===== config.mk =====
export PLATFORM = sky130hd
export DESIGN_NAME = warp_coalescer
export DESIGN_NICKNAME = d
export VERILOG_FILES = /design/src/rtl/wcoal_pkg.sv /design/src/rtl/wcoal_leader.sv /design/src/rtl/wcoal_matcher.sv /design/src/rtl/warp_coalescer.sv
export SDC_FILE = /design/constraint.sdc
export NUM_CORES = 2
export LEC_CHECK = 0
export ABC_AREA = 1
export CAP_MARGIN = 10
export CORE_AREA = 2 2 435 437
export CTS_CLUSTER_DIAMETER = 60
export DETAILED_ROUTE_END_ITERATION = 10
export DIE_AREA = 0 0 437 439
export DONT_BUFFER_PORTS = 1
export RECOVER_POWER = 25
export SLEW_MARGIN = 40
export SYNTH_ARGS = -nofsm -noshare
export SYNTH_HDL_FRONTEND = slang
export SYNTH_HIERARCHICAL = 1
export SYNTH_SLANG_ARGS = --single-unit
export TNS_END_PERCENT = 30

===== constraint.sdc =====
create_clock -name clk -period 6.4 [get_ports clk]
set_input_delay 1.28 -clock clk [delete_from_list [all_inputs] [get_ports clk]]
set_output_delay 1.28 -clock clk [all_outputs]
set_load 0.02 [all_outputs]

===== src/rtl/wcoal_pkg.sv =====
package wcoal_pkg;
    typedef enum logic [1:0] {
        ST_IDLE  = 2'd0,
        ST_ISSUE = 2'd1,
        ST_DONE  = 2'd2
    } wc_state_e;
endpackage


===== src/rtl/wcoal_leader.sv =====
// Picks the lowest-numbered pending lane.
module wcoal_leader #(
    parameter int LANES = 32,
    parameter int IDX_W = $clog2(LANES)
) (
    input  logic [LANES-1:0] pending,
    output logic [IDX_W-1:0] idx,
    output logic             found
);
    always_comb begin
        idx   = '0;
        found = 1'b0;
        for (int i = LANES - 1; i >= 0; i--) begin
            if (pending[i]) begin
                idx   = IDX_W'(i);
                found = 1'b1;
            end
        end
    end
endmodule


===== src/rtl/wcoal_matcher.sv =====
// Per-lane block compare and sector collection.
module wcoal_matcher #(
    parameter int LANES  = 32,
    parameter int ADDR_W = 32,
    parameter int OFF_W  = 7,
    parameter int SEC_W  = 5,
    parameter int NSEC   = 4,
    parameter int BLK_W  = ADDR_W - OFF_W,
    parameter int SIDX_W = OFF_W - SEC_W
) (
    input  logic [LANES*ADDR_W-1:0] addr,
    input  logic [LANES-1:0]        pending,
    input  logic [BLK_W-1:0]        lead_blk,
    output logic [LANES-1:0]        hit,
    output logic [NSEC-1:0]         sectors
);
    logic [NSEC-1:0] lane_sec [LANES];

    for (genvar g = 0; g < LANES; g++) begin : g_lane
        logic [BLK_W-1:0] blk;
        assign blk         = addr[g*ADDR_W+OFF_W +: BLK_W];
        assign hit[g]      = pending[g] && (blk == lead_blk);
        assign lane_sec[g] = NSEC'(1) << addr[g*ADDR_W+SEC_W +: SIDX_W];
    end

    always_comb begin
        sectors = '0;
        for (int i = 0; i < LANES; i++) begin
            if (hit[i]) sectors = sectors | lane_sec[i];
        end
    end
endmodule


===== src/rtl/warp_coalescer.sv =====
module warp_coalescer
    import wcoal_pkg::*;
#(
    parameter int LANES        = 32,
    parameter int ADDR_W       = 32,
    parameter int BLOCK_BYTES  = 128,
    parameter int SECTOR_BYTES = 32
) (
    input  logic                    clk,
    input  logic                    rst_n,
    input  logic                    req_valid,
    output logic                    req_ready,
    input  logic [LANES-1:0]        req_mask,
    input  logic [LANES*ADDR_W-1:0] req_addr,
    input  logic                    req_store,
    output logic                    txn_valid,
    input  logic                    txn_ready,
    output logic [ADDR_W-1:0]       txn_addr,
    output logic [BLOCK_BYTES/SECTOR_BYTES-1:0] txn_sectors,
    output logic [LANES-1:0]        txn_lanes,
    output logic                    txn_store,
    output logic                    done
);
    localparam int OFF_W = $clog2(BLOCK_BYTES);
    localparam int SEC_W = $clog2(SECTOR_BYTES);
    localparam int NSEC  = BLOCK_BYTES / SECTOR_BYTES;
    localparam int IDX_W = $clog2(LANES);
    localparam int BLK_W = ADDR_W - OFF_W;

    wc_state_e state_q, state_d;

    logic [LANES*ADDR_W-1:0] addr_q;
    logic [LANES-1:0]        mask_q;
    logic [LANES-1:0]        pending_q;
    logic                    store_q;

    logic [IDX_W-1:0]  lead_idx;
    logic              lead_found;
    logic [ADDR_W-1:0] lead_addr;
    logic [BLK_W-1:0]  lead_blk;
    logic [LANES-1:0]  hit;
    logic [NSEC-1:0]   sectors;
    logic [LANES-1:0]  remaining;
    logic              accept_req;
    logic              accept_txn;

    wcoal_leader #(.LANES(LANES), .IDX_W(IDX_W)) u_leader (
        .pending (pending_q),
        .idx     (lead_idx),
        .found   (lead_found)
    );

    assign lead_addr = addr_q[lead_idx*ADDR_W +: ADDR_W];
    assign lead_blk  = lead_addr[ADDR_W-1:OFF_W];

    wcoal_matcher #(
        .LANES(LANES), .ADDR_W(ADDR_W), .OFF_W(OFF_W),
        .SEC_W(SEC_W), .NSEC(NSEC)
    ) u_matcher (
        .addr     (addr_q),
        .pending  (pending_q),
        .lead_blk (lead_blk),
        .hit      (hit),
        .sectors  (sectors)
    );

    assign remaining  = pending_q & ~hit;
    assign accept_req = req_valid && (state_q == ST_IDLE);
    assign accept_txn = txn_ready && (state_q == ST_ISSUE) && lead_found;

    // Next-state logic
    always_comb begin
        state_d = state_q;
        unique case (state_q)
            ST_IDLE: begin
                if (req_valid) state_d = (req_mask == '0) ? ST_DONE : ST_ISSUE;
            end
            ST_ISSUE: begin
                if (accept_txn && remaining == '0) state_d = ST_DONE;
            end
            ST_DONE: state_d = ST_IDLE;
            default: state_d = ST_IDLE;
        endcase
    end

    // State register
    always_ff @(posedge clk) begin
        if (!rst_n) state_q <= ST_IDLE;
        else        state_q <= state_d;
    end

    // Request capture and pending tracking
    always_ff @(posedge clk) begin
        if (!rst_n) begin
            addr_q    <= '0;
            mask_q    <= '0;
            pending_q <= '0;
            store_q   <= 1'b0;
        end else if (accept_req) begin
            addr_q    <= req_addr;
            mask_q    <= req_mask;
            pending_q <= req_mask;
            store_q   <= req_store;
        end else if (accept_txn) begin
            pending_q <= remaining;
        end
    end

    // Outputs
    always_comb begin
        req_ready   = (state_q == ST_IDLE);
        txn_valid   = (state_q == ST_ISSUE);
        done        = (state_q == ST_DONE);
        txn_addr    = {lead_blk, OFF_W'(0)};
        txn_lanes   = hit;
        txn_sectors = sectors;
        txn_store   = store_q;
    end

    assert_hold_R6: assert property (@(posedge clk) disable iff (!rst_n)
        txn_valid && !txn_ready |=> txn_valid && $stable(txn_addr)
            && $stable(txn_lanes) && $stable(txn_sectors));

    assert_active_only_R5: assert property (@(posedge clk) disable iff (!rst_n)
        txn_valid |-> (txn_lanes & ~mask_q) == '0);

    assert_nonempty_R4: assert property (@(posedge clk) disable iff (!rst_n)
        txn_valid |-> txn_lanes != '0 && txn_sectors != '0);

    assert_leader_lowest_R3: assert property (@(posedge clk) disable iff (!rst_n)
        txn_valid |-> txn_lanes[lead_idx]
            && (pending_q & ~({LANES{1'b1}} << lead_idx)) == '0);

    assert_done_after_last_R7: assert property (@(posedge clk) disable iff (!rst_n)
        txn_valid && txn_ready && (pending_q & ~txn_lanes) == '0 |=> done);

    assert_done_pulse_R7: assert property (@(posedge clk) disable iff (!rst_n)
        done |=> !done && req_ready);

    assert_busy_after_accept_R8: assert property (@(posedge clk) disable iff (!rst_n)
        req_valid && req_ready |=> !req_ready);
endmodule


==> metrics <==
status finished, violations left; failing checks capacitance limit, slew limit, setup timing; # H-tree levels 3; DR vias 67,000; drc violations 0; routability cong. roughly 1.1; r2r worst-path depth 6; post-route setup slack -1.52 ns; GRT Overall Usage 37.4%; first-pass GRT wire length 493,000 µm; Reg area around 0.018 mm²; multi-input logic area 0.0337 mm²; vias per cell 5.45; core area 0.187 mm²; Worst-path clk slew 0.06 ns; clk_lat worst skew between 0.8 and 0.9 ns; CP max stage cell dfxtp_2; Max Fanout on Critical Path 14; WP data arrival between 6 and 7 ns; port buffer count 0; Slew HR -94.0%; Post-Layout Cell Count 12,300; cell mode on critical path nand2_1; largest net degree at the start of global routing 900; Root Buffer clkbuf_16; CTS tree built; synthesized area 0.0550 mm²; Startpoint Class register; design area 0.0712 mm²; Tightest Pin Transition ~2.9 ns; dpl cell area between 0.06 and 0.07 mm²; Hold Vio Cnt, Final 0; First-pass DRT Iterations 10; CP required about 5 ns; Final Skew about 0.037 ns; final net count 10,700; syn avg cell area 5.89 µm²; Syn. warnings 6; hold-fix buffers at CTS 0; post-layout util 38.1%; Critical Path End Type primary output; Slew Viols, Final 236; post-route clock period utilization 124%; grt ovf 0; final wirelength 383,000 µm; IO Pins between 1,000 and 1,500; Peak VDD IR ~0.33 mV; DRT antenna net count 0; total leakage power 0.0300 µW; mean routed wirelength per cell 31.2 µm; post-synthesis cell count approximately 9,300; RSZ-0062 raised after global routing yes; Die Span Y approximately 440 µm; setup TNS -557.52 ns; cts bufs inserted ~110; Setup Viol. Count Final roughly 910; area grow syn2layout 29.7%; Max Cap Viol 2; max incr delay on CP 0.32 ns; post-DP HPWL 299,000 µm; hold depth 2; type of the worst min-delay path register to register; Initial Util 29.4%; initial antenna violation count 129; WHS approximately 0.51 ns; 1st-iter DRT viols 9,351; die area approximately 0.19 mm²; Tmin final between 7 and 8 ns; Cell Rows approximately 160; Fillers between 20,000 and 25,000; layout cells sized above 1 16.4%; placed cells between 10,000 and 15,000; die width 437 µm; kind of critical path register to primary output; CTS Buffer Depth 3; R2R setup slack -0.90 ns; FMAX between 100 and 150 MHz; CTS sink cnt 899; vias in the first global route about 58,000; Power per Cell Area roughly 500 mW/mm²
-- path summary, 6_finish.rpt --
| kind | start | endpoint |
|---|---|---|
| worst min-delay path | addr_q[220] | addr_q[220] |
| worst min register to register | addr_q[220] | addr_q[220] |
| worst max register to register | state_q[1] | addr_q[471] |
| worst max-delay path | pending_q[30] | txn_sectors[3] |
-- placed cells by master, fill, tap and decap left out, types with 31 or more instances in the layout --
cell type	instances
a21oi_1	81
a21oi_2	47
a21oi_4	31
buf_12	183
buf_4	515
buf_6	86
clkbuf_16	134
dfxtp_1	897
diode_2	91
inv_1	571
nand2_1	2437
nand2_2	51
nand3_1	411
nand3_2	188
nand3_4	40
nand4_1	46
nor2_1	2227
nor2_2	65
nor2_4	37
o21ai_0	1106
o21ai_1	67
xnor2_1	150
-- state kept, by name (all words and copies together) (netlist names) --
name and count:
state_q 2, pending_q 32, txn_store 1, addr_q 864
-- critical path, delay by kind of cell (launching register included) --
family | cells | cell delay [ns]
AO/OA/AOI/OAI | 3 | 0.30
buffers and inverters | 11 | 1.74
AND/OR/NAND/NOR | 46 | 3.45
flip-flops | 1 | 0.32
-- stage by stage --
step | setup WS, ns | total power (µW)
finish | -1.52 | 35500
floorplan | 0.555 | 15300
detailed placement | -0.916 | 25100
CTS | -1.49 | 32900
global route | -1.82 | 36000
global placement | -1.10 | 25000
-- per-layer routing --
layer,GRT usage [%],share of wire [%],up-vias
li1,-,-,29900
met1,48.3,40,31600
met2,54.2,41,4344
met3,10.2,11,1026
met4,25.0,8.1,52
met5,0,0.084,-
-- area by class of cell --
| type | count | area share (%) |
|---|---|---|
| diodes | 91 | 0.320 |
| clock buffers | 143 | 4.24 |
| clock inverters | 62 | 1.14 |
| inverters | 606 | 3.32 |
| multi-input cells | 7156 | 47.3 |
| flip-flops and latches | 899 | 25.3 |
| well taps | 2495 | 4.38 |
| repair buffers | 841 | 13.9 |
| repair inverters | 3 | 0.0878 |
-- what timing repair did --
action / CTS / global route
endpoints found under the setup margin: 61 / 63
resized for setup: 315 / 393
cloned: 16 / 23
setup buffers: 30 / 58
pin swaps: 37 / 131
-- power breakdown --
group	total (µW)	switching, µW	internal, µW
Sequential	7260	1090	6180
Combinational	21500	13600	7940
Clock	6640	2840	3800
Note: power is estimated with default switching activity, not from simulation.
